==> src/rtl/tmr_pkg.sv <==
`timescale 1ns/1ps
package tmr_pkg;
    localparam int TMR_SEL_W = 3;

    typedef enum logic [1:0] {
        REG_LO   = 2'd0,
        REG_HI   = 2'd1,
        REG_CTRL = 2'd2,
        REG_FLAG = 2'd3
    } reg_addr_e;

    // Packed from MSB: bit 6 irq_en, 5:3 ratio, 2 bypass, 1 wide, 0 run
    typedef struct packed {
        logic                 irq_en;
        logic [TMR_SEL_W-1:0] ratio;
        logic                 bypass;
        logic                 wide;
        logic                 run;
    } ctrl_t;

    localparam int CTRL_W = $bits(ctrl_t);
endpackage

==> src/rtl/tmr_prescaler.sv <==
`timescale 1ns/1ps
module tmr_prescaler #(
    parameter int SEL_W = tmr_pkg::TMR_SEL_W,
    localparam int PSC_W = 2 ** SEL_W
) (
    input  logic             clk,
    input  logic             rst,
    input  logic             step,
    input  logic             clr,
    input  logic [SEL_W-1:0] sel,
    output logic             pulse
);
    logic [PSC_W-1:0] cnt;
    logic [PSC_W-1:0] term;

    // term[k] marks the last tick of a 2^(k+1) period
    for (genvar k = 0; k < PSC_W; k++) begin : g_term
        assign term[k] = &cnt[k:0];
    end

    assign pulse = step && term[sel];

    always_ff @(posedge clk) begin
        if (rst)       cnt <= '0;
        else if (clr)  cnt <= '0;
        else if (step) cnt <= cnt + 1'b1;
    end


    psc_clear_chk: assert property (@(posedge clk) disable iff (rst)
        clr |=> (cnt == '0));

    psc_hold_chk: assert property (@(posedge clk) disable iff (rst)
        (!step && !clr) |=> $stable(cnt));
endmodule

==> src/rtl/tmr_counter.sv <==
`timescale 1ns/1ps
module tmr_counter #(
    parameter int BYTE_W = 8,
    localparam int CNT_W = 2 * BYTE_W
) (
    input  logic             clk,
    input  logic             rst,
    input  logic             inc,
    input  logic             wide,
    input  logic             load,
    input  logic [CNT_W-1:0] load_val,
    output logic [CNT_W-1:0] cnt,
    output logic             ovf
);
    logic at_top;
    assign at_top = wide ? (&cnt) : (&cnt[BYTE_W-1:0]);
    assign ovf    = inc && !load && at_top;

    always_ff @(posedge clk) begin
        if (rst) begin
            cnt <= '0;
        end else if (load) begin
            cnt <= load_val;
        end else if (inc) begin
            if (wide) cnt <= cnt + 1'b1;
            else      cnt[BYTE_W-1:0] <= cnt[BYTE_W-1:0] + 1'b1;
        end
    end


    load_wins_chk: assert property (@(posedge clk) disable iff (rst)
        load |=> (cnt == $past(load_val)));

    wrap_chk: assert property (@(posedge clk) disable iff (rst)
        ovf |=> (cnt[BYTE_W-1:0] == '0));

    narrow_hi_chk: assert property (@(posedge clk) disable iff (rst)
        (!wide && !load) |=> (cnt[CNT_W-1:BYTE_W] == $past(cnt[CNT_W-1:BYTE_W])));
endmodule

==> src/rtl/tmr_regs.sv <==
`timescale 1ns/1ps
module tmr_regs
    import tmr_pkg::*;
#(
    parameter int BYTE_W = 8,
    localparam int CNT_W = 2 * BYTE_W
) (
    input  logic              clk,
    input  logic              rst,
    input  logic              wr_en,
    input  logic              rd_en,
    input  reg_addr_e         addr,
    input  logic [BYTE_W-1:0] wdata,
    input  logic [CNT_W-1:0]  cnt,
    input  logic              ovf,
    output ctrl_t             ctrl,
    output logic [BYTE_W-1:0] hi_buf,
    output logic              flag,
    output logic [BYTE_W-1:0] rdata
);
    logic [BYTE_W-1:0] hi_lat;
    logic              clr_req;

    assign clr_req = wr_en && (addr == REG_FLAG) && wdata[0];

    always_ff @(posedge clk) begin
        if (rst) begin
            ctrl   <= '0;
            hi_buf <= '0;
            hi_lat <= '0;
            flag   <= 1'b0;
        end else begin
            if (wr_en && addr == REG_CTRL) ctrl <= ctrl_t'(wdata[CTRL_W-1:0]);
            if (wr_en && addr == REG_HI)   hi_buf <= wdata;
            if (rd_en && addr == REG_LO)   hi_lat <= cnt[CNT_W-1:BYTE_W];
            if (ovf)          flag <= 1'b1;
            else if (clr_req) flag <= 1'b0;
        end
    end

    always_comb begin
        unique case (addr)
            REG_LO:   rdata = cnt[BYTE_W-1:0];
            REG_HI:   rdata = ctrl.wide ? hi_lat : cnt[CNT_W-1:BYTE_W];
            REG_CTRL: rdata = BYTE_W'(ctrl);
            REG_FLAG: rdata = BYTE_W'(flag);
            default:  rdata = '0;
        endcase
    end


    flag_sticky_chk: assert property (@(posedge clk) disable iff (rst)
        (flag && !clr_req) |=> flag);

    set_wins_chk: assert property (@(posedge clk) disable iff (rst)
        ovf |=> flag);

    hi_capture_chk: assert property (@(posedge clk) disable iff (rst)
        (rd_en && addr == REG_LO) |=> (hi_lat == $past(cnt[CNT_W-1:BYTE_W])));
endmodule

==> src/rtl/tmr_prescaled_timer.sv <==
`timescale 1ns/1ps
module tmr_prescaled_timer
    import tmr_pkg::*;
#(
    parameter int BYTE_W = 8,
    localparam int CNT_W = 2 * BYTE_W
) (
    input  logic              clk,
    input  logic              rst,
    input  logic              tick,
    input  logic              wr_en,
    input  logic              rd_en,
    input  logic [1:0]        addr,
    input  logic [BYTE_W-1:0] wdata,
    output logic [BYTE_W-1:0] rdata,
    output logic              irq
);
    ctrl_t             ctrl;
    logic [BYTE_W-1:0] hi_buf;
    logic [CNT_W-1:0]  cnt;
    logic [CNT_W-1:0]  load_val;
    logic              flag, ovf, wr_lo, step, psc_pulse, inc;
    reg_addr_e         raddr;

    assign raddr    = reg_addr_e'(addr);
    assign wr_lo    = wr_en && (raddr == REG_LO);
    assign step     = ctrl.run && tick && !ctrl.bypass;
    assign inc      = (ctrl.run && tick && ctrl.bypass) || psc_pulse;
    assign load_val = ctrl.wide ? {hi_buf, wdata} : {cnt[CNT_W-1:BYTE_W], wdata};
    assign irq      = flag && ctrl.irq_en;

    tmr_prescaler #(.SEL_W(TMR_SEL_W)) u_psc (
        .clk(clk), .rst(rst), .step(step), .clr(wr_lo && !ctrl.bypass),
        .sel(ctrl.ratio), .pulse(psc_pulse)
    );

    tmr_counter #(.BYTE_W(BYTE_W)) u_cnt (
        .clk(clk), .rst(rst), .inc(inc), .wide(ctrl.wide), .load(wr_lo),
        .load_val(load_val), .cnt(cnt), .ovf(ovf)
    );

    tmr_regs #(.BYTE_W(BYTE_W)) u_regs (
        .clk(clk), .rst(rst), .wr_en(wr_en), .rd_en(rd_en), .addr(raddr),
        .wdata(wdata), .cnt(cnt), .ovf(ovf), .ctrl(ctrl), .hi_buf(hi_buf),
        .flag(flag), .rdata(rdata)
    );


    stopped_hold_chk: assert property (@(posedge clk) disable iff (rst)
        (!ctrl.run && !wr_lo) |=> $stable(cnt));

    no_early_flag_chk: assert property (@(posedge clk) disable iff (rst)
        (!flag && !ovf) |=> !flag);
endmodule

==> config.mk <==
export PLATFORM = sky130hd
export DESIGN_NAME = tmr_prescaled_timer
export DESIGN_NICKNAME = d
export VERILOG_FILES = /design/src/rtl/tmr_pkg.sv /design/src/rtl/tmr_prescaler.sv /design/src/rtl/tmr_counter.sv /design/src/rtl/tmr_regs.sv /design/src/rtl/tmr_prescaled_timer.sv
export SDC_FILE = /design/constraint.sdc
export NUM_CORES = 1
export LEC_CHECK = 0
export CAP_MARGIN = 20
export CORE_MARGIN = 5
export CORE_UTILIZATION = 63
export CTS_CLUSTER_SIZE = 10
export DETAILED_ROUTE_END_ITERATION = 8
export DONT_BUFFER_PORTS = 1
export HOLD_SLACK_MARGIN = 0.08
export MAX_ROUTING_LAYER = met4
export PLACE_DENSITY_LB_ADDON = 0.3
export SETUP_SLACK_MARGIN = 0.15
export SYNTH_ARGS = -nofsm -noshare
export SYNTH_HDL_FRONTEND = slang
export SYNTH_SLANG_ARGS = --single-unit
==> constraint.sdc <==
create_clock -name clk -period 2.85 [get_ports clk]
set_clock_uncertainty 0.2 [all_clocks]
set_input_delay 0 -clock clk [delete_from_list [all_inputs] [get_ports clk]]
set_output_delay 0 -clock clk [all_outputs]
set_load 0.05 [all_outputs]
==> summary.md, run 1 <==
| Metric | Value |
|---|---|
| Avg WL per Cell | `19.3 µm` |
| Nets | `360` |
| Placed wire-length estimate | `4570 µm` |
| Tcrit/Tclk final | `0.892` |
| Clock slew at the register clock pins of the worst setup and hold paths | `90 ps` |
| TritonCTS clock tree | `done` |
| Avg Inst Size Synth | `8.19 µm²` |
| Die extent in x | `74.1 µm` |
| Flops & latches, synth | `48` |
| Status | `finished clean` |
| Post-Syn Nets | `335` |
| Cell mode on critical path | `ha_1` |
| Psw | `342 µW` |
| Top sig layer | `met4` |
| Synth async-reset ratio | `0` |
| Root buffer cell | `clkbuf_8` |
| # H-tree levels | `2` |
| # diodes | `0` |
| Pin count of the biggest net entering global routing | `46` |
| Worst VDD drop | `0.000278 V` |
| Chip Height | `74.1 µm` |
| CP max stage delay | `400 ps` |
| Worst-margin pin slew | `631 ps` |
| Share of layout cells above drive strength 1 | `0.0936` |
| Slew Viols, Final | `0` |
| Crit end category | `flip-flop` |
| Fmax | `393 MHz` |
| Clk pwr share | `0.337` |
| DRC viols | `0` |
| Drt via density | `6.56` |
| Hold WC Path Type | `input port to primary output` |
| GR Overflow Total | `0` |
| Die area | `5490 µm²` |
| CTS buffer count | `5` |
| Crit Path Category | `flip-flop to flip-flop` |
| Post-route insts no fill | `392` |
| Synth top area cells | `dfxtp_1 (37%), mux2i_1 (10%), nor2_1 (5.5%), nand2_1 (5.2%), a21oi_1 (5.0%)` |
| Library cells used by synthesis | `46` |
| All-layer global routing usage | `0.299` |
| Initial antenna violation count | `0` |
| Vias in the first global route | `2427` |
| I/O pin cnt | `24` |
| Later-pin clock latency in the skew report | `310 ps` |
| Final wirelength | `7570 µm` |
| Sequential element share of the synthesized area | `0.371` |
| RD Place Congestion | `0.907` |
| Startpoint types | `flip-flop` |
| Number of synthesized flops with an enable pin | `0` |
| Placed cell count | `356` |
| Antenna Nets Post-Route | `0` |
| Fillcell total | `288` |
| Max stage delay cell, worst path | `dfxtp_1` |
| Leakage | `0.00108 µW` |
| Critical Path, Cell by Cell | `ha_1 -> and3_1 -> ha_1 -> mux2i_1 -> a211oi_2 -> o2111ai_4 -> a21o_2 -> o21ai_0 -> o31ai_1` |
| Met2 wire len | `3480 µm` |
| Sw Ratio | `0.267` |
| Final hold violation count | `0` |
| Sequential share of power | `0.547` |
| CTS Buffer Depth | `2` |
| Commonest non-fill, non-tap cell in the layout | `dfxtp_1` |
| Core area | `4000 µm²` |
| Max cap viols | `0` |
| Via count | `2573` |
| Port buffer count | `0` |
| Yosys top cell area share | `0.371` |
| Synth Cell Area | `2590 µm²` |
| Int Power | `941 µW` |
| Row count | `23` |
| Clock tree sinks | `48` |
| Metal-1 WL | `3180 µm` |
| Power per cell area | `421 nW/µm²` |
| Max FO, Critical Path | `7` |
| Final setup violating endpoints | `0` |
| Normalized max-slew margin | `0.578` |
| WP data arrival | `2530 ps` |
| Comb pwr share | `0.116` |
| Cell count after synthesis | `316` |
| 1st-pass router iterations | `5` |
| Synth area leader | `dfxtp_1` |
| Initial core utilization | `0.647` |
| First-pass GRT wire length | `12000 µm` |
| Req. time, crit path | `2840 ps` |
| Final min period | `2540 ps` |
| Commonest non-fill, non-tap cells in the layout | `dfxtp_1 (48), nor2_1 (38), nand2_1 (36)` |
| Yosys warning count | `0` |
| Unrepaired setup endpoints after global routing | `yes` |
| Post-route cell area | `3040 µm²` |
| Placed cell area | `2660 µm²` |
| Layout area overhead | `17.6%` |
| Routed met3 length | `646 µm` |
| Setup TNS | `0 ps` |
| DRT iter0 DRCs | `352` |
| Predominant post-synthesis flop cell | `dfxtp_1` |
==> cells by family (layout without fill, tap and decap cells) <==
| logic type | after synthesis | after routing | share of synthesized area |
|---|---|---|---|
| xor+xnor | 12 | 12 | 0.0406 |
| fa+ha+maj | 4 | 4 | 0.0193 |
| compound gates | 75 | 76 | 0.193 |
| flops | 48 | 48 | 0.371 |
| simple gates | 126 | 126 | 0.229 |
| buf+inv | 23 | 48 | 0.0338 |
| mux | 28 | 28 | 0.114 |
==> critical path: cells and delay by family (launching register included) <==
family                     cells  cell delay, ps
DFF                            1             400
and+or+nand+nor                1             180
AOI/OAI and AO/OA              5            1170
adders and majority gates      2             390
muxes                          1              80
==> synthesized netlist by cell type (2+ instances only) <==
cell / count
nor2_1: 38
o22ai_1: 2
nand2b_1: 3
ha_1: 4
clkbuf_1: 18
inv_1: 3
o21ai_0: 19
xor2_1: 4
o31ai_1: 3
a211oi_2: 3
mux2i_1: 26
and4_1: 3
nor4_1: 2
nand4_1: 2
a211oi_1: 8
a21oi_1: 26
a31oi_1: 2
xnor2_1: 8
dfxtp_1: 48
nand3_1: 19
and2_1: 4
nand3b_1: 2
and3_1: 5
nor2b_1: 6
nor3_1: 2
nand2_1: 36
==> state kept, by name, indices dropped and copies added, names as in the netlist <==
signal,flops
u_psc.cnt,8
u_cnt.cnt,16
u_regs.hi_lat,8
u_regs.hi_buf,8
u_regs.flag,1
u_regs.ctrl,7
==> power groups by stage <==
stage | combinational (µW) | clock, µW | sequential, µW
2_1_floorplan | 94.1 | 0 | 708
3_3_place_gp | 96.5 | 0 | 716
3_5_place_dp | 98.8 | 0 | 716
4_1_cts | 142 | 431 | 700
5_1_grt | 160 | 464 | 703
6_report | 149 | 432 | 701
==> routing by layer <==
| metal | vias up | GRT usage |
|---|---|---|
| li1 | 1180 | - |
| met1 | 1216 | 0.381 |
| met2 | 145 | 0.460 |
| met3 | 32 | 0.0689 |
| met4 | 0 | 0.119 |
| met5 | - | - |
==> final timing paths <==
check	startpoint	slack, ps	end	cells past startpoint
worst max-delay path	u_psc.cnt[0]	310	u_cnt.cnt[11]	9
worst min register to register	u_regs.hi_lat[7]	300	u_regs.hi_lat[7]	2
worst max register to register	u_psc.cnt[0]	310	u_cnt.cnt[11]	9
worst min-delay path	addr[0]	130	rdata[4]	4
==> final cells by class <==
type                    count  area [µm²]  share of cell area
inverters                   3        11.3             0.00370
multi-input cells         246        1560               0.513
clock inverters             1        7.51             0.00247
clock buffers               7        86.3              0.0284
repair buffers             37         353               0.116
flip-flops and latches     48         961               0.316
well taps                  50        62.6              0.0206
==> timing repair <==
| action | 4_1_cts | 5_1_grt |
|---|---|---|
| endpoints found under the hold margin | 55 | 0 |
| hold buffers | 26 | 0 |
| setup buffers | 0 | 1 |
| gates resized for setup | 0 | 1 |
| endpoints found under the setup margin | 0 | 10 |
==> per-stage QoR <==
| stage | worst slack, ps | total power (µW) | util | hold WS, ps |
|---|---|---|---|---|
| global placement | 459 | 812 | 0.664 | -128 |
| global route | 128 | 1330 | 0.761 | 155 |
| finish | 308 | 1280 | 0.761 | 131 |
| detailed placement | 353 | 815 | 0.664 | -128 |
| floorplan | 564 | 802 | - | -56.1 |
| CTS | 337 | 1270 | 0.755 | 132 |
No activity file was read; power rests on OpenSTA's default activity.
==> run 2, diff against run 1 <==
--- a/config.mk
+++ b/config.mk
@@ -7,10 +7,12 @@
 export LEC_CHECK = 0
 export CAP_MARGIN = 20
 export CORE_MARGIN = 5
-export CORE_UTILIZATION = 63
+export CORE_UTILIZATION = 66
+export CTS_BUF_LIST = sky130_fd_sc_hd__clkbuf_4 sky130_fd_sc_hd__clkbuf_8
 export CTS_CLUSTER_SIZE = 10
 export DETAILED_ROUTE_END_ITERATION = 8
 export DONT_BUFFER_PORTS = 1
+export GPL_TIMING_DRIVEN = 0
 export HOLD_SLACK_MARGIN = 0.08
 export MAX_ROUTING_LAYER = met4
 export PLACE_DENSITY_LB_ADDON = 0.3
==> run 2 against run 1 <==
Compared with the run above:
- via count increased by 4.0%
- fmax decreased by 2.2%
- final cell count decreased by 0.26%
- critical path depth increased by 2
- flip-flop and latch count unchanged
- non-clock buffer count increased by 4
==> summary.md, run 2 (synthesis gave the netlist of run 1 again) <==
| Metric | Value |
|---|---|
| RD Place Congestion | `0.954` |
| Req. time, crit path | `2830 ps` |
| Chip Height | `72.6 µm` |
| Die extent in x | `72.6 µm` |
| Grt met1 use | `0.412` |
| Setup TNS | `0 ps` |
| Max cap viols | `0` |
| Final wirelength | `7670 µm` |
| # H-tree levels | `2` |
| Slew Viols, Final | `0` |
| Pin count of the biggest net entering global routing | `14` |
| Tcrit/Tclk final | `0.912` |
| Normalized max-slew margin | `0.285` |
| Crit end category | `flip-flop` |
| Antenna Nets Post-Route | `0` |
| GRT met2 Usage | `0.463` |
| Root buffer cell | `clkbuf_8` |
| Via count | `2677` |
| Later-pin clock latency in the skew report | `310 ps` |
| Crit Path Category | `flip-flop to flip-flop` |
| CTS Buffer Depth | `2` |
| Status | `finished clean` |
| Placed wire-length estimate | `4920 µm` |
| Hold WC Path Type | `input port to flip-flop` |
| Max reg flops | `16` |
| Share of layout cells above drive strength 1 | `0.0700` |
| Vias in the first global route | `2431` |
| Commonest non-fill, non-tap cells in the layout | `dfxtp_1 (47), nor2_1 (38), nand2_1 (36)` |
| Fin Hold WS | `106 ps` |
| First-pass GRT wire length | `12100 µm` |
| DRC viols | `0` |
| CTS buffer count | `5` |
| Largest Register | `u_cnt.cnt` |
| Overall power | `1320 µW` |
| CP max stage delay | `400 ps` |
| Startpoint types | `flip-flop` |
| Fillcell total | `247` |
| Initial core utilization | `0.692` |
| Nets | `363` |
| DRT iter0 DRCs | `441` |
| Clock slew at the register clock pins of the worst setup and hold paths | `90 ps` |
| WP data arrival | `2580 ps` |
| # diodes | `0` |
| I/O pin cnt | `24` |
| GR Overflow Total | `0` |
| TritonCTS clock tree | `done` |
| Commonest non-fill, non-tap cell in the layout | `dfxtp_1` |
| Final setup violating endpoints | `0` |
| Critical Path, Cell by Cell | `ha_4 -> and3_1 -> ha_1 -> mux2i_1 -> a211oi_2 -> o2111ai_4 -> buf_12 -> a21oi_4 -> buf_4 -> a211o_1 -> o31ai_1` |
| Layout area overhead | `15.1%` |
| Initial antenna violation count | `0` |
| Row count | `22` |
| Power per cell area | `442 nW/µm²` |
| Final hold violation count | `0` |
| Final min period | `2600 ps` |
| Leakage | `0.00101 µW` |
| Die area | `5280 µm²` |
| Max stage delay cell, worst path | `dfxtp_2` |
| Met3 usage | `0.0455` |
| Avg WL per Cell | `19.6 µm` |
| Max FO, Critical Path | `7` |
| Drt via density | `6.85` |
| Fmax | `385 MHz` |
| Worst-margin pin slew | `1090 ps` |
| 1st-pass router iterations | `5` |
| Fin util | `0.796` |
| Core area | `3740 µm²` |
| All-layer global routing usage | `0.304` |
| Worst VDD drop | `0.000286 V` |
| Busiest metal layer after global routing | `met2` |
| Unrepaired setup endpoints after global routing | `no` |
| Port buffer count | `0` |
| Clock tree sinks | `48` |
-- run 2: layout make-up --
type | count | area (µm²) | share of cell area
Sequential cell | 48 | 962 | 0.323
Tap cell | 48 | 60.1 | 0.0202
Timing Repair Buffer | 21 | 213 | 0.0714
Clock inverter | 1 | 30.0 | 0.0101
Inverter | 3 | 11.3 | 0.00378
Buffer | 20 | 76.3 | 0.0256
Multi-Input combinational cell | 245 | 1560 | 0.523
Clock buffer | 5 | 68.8 | 0.0231
-- run 2: path summary, 6_finish.rpt --
kind / start / end / slack (ps) / cells after the start
hold reg to reg: u_regs.ctrl[0] / u_regs.ctrl[0] / 290 / 2
setup / recovery: u_psc.cnt[0] / u_cnt.cnt[15] / 250 / 11
setup reg to reg: u_psc.cnt[0] / u_cnt.cnt[15] / 250 / 11
hold / removal: addr[1] / u_cnt.cnt[8] / 110 / 5
-- run 2: report_power, final --
part / internal [µW] / total (µW) / switching (µW)
Combinational: 47.8 / 143 / 95.4
Sequential: 683 / 700 / 16.4
Clock: 252 / 475 / 223
Total: 983 / 1320 / 335
-- run 2: through the flow --
stage | instance area, µm² | setup slack (ps) | std cells
after CTS | 2920 | 162 | 387
final | 2980 | 250 | 391
after global placement | 2650 | 258 | 364
after floorplan | 2590 | 564 | 316
after global routing | 2980 | 149 | 391
after detailed placement | 2650 | 209 | 364
-- run 2: per-layer routing --
metal	share of wire	up-vias	wire length (µm)
li1	-	1180	-
met2	0.44	178	3410
met3	0.12	40	896
met5	0	-	0
met4	0.039	0	296
met1	0.40	1279	3070
-- run 2: timing repair --
action | CTS | global route
endpoints found under the setup margin | 1 | 17
resized for setup | 0 | 4
hold endpoints to repair | 29 | 0
setup buffers | 0 | 4
hold buffers | 17 | 0
pin swaps | 1 | 2
-- run 2: worst max-delay path: cells and delay by family (launching register included) --
family	cells	cell delay, ps
AOI/OAI and AO/OA	5	880
DFF	1	400
adders and majority gates	2	360
buffers and inverters	2	340
and+or+nand+nor	1	190
muxes	1	100
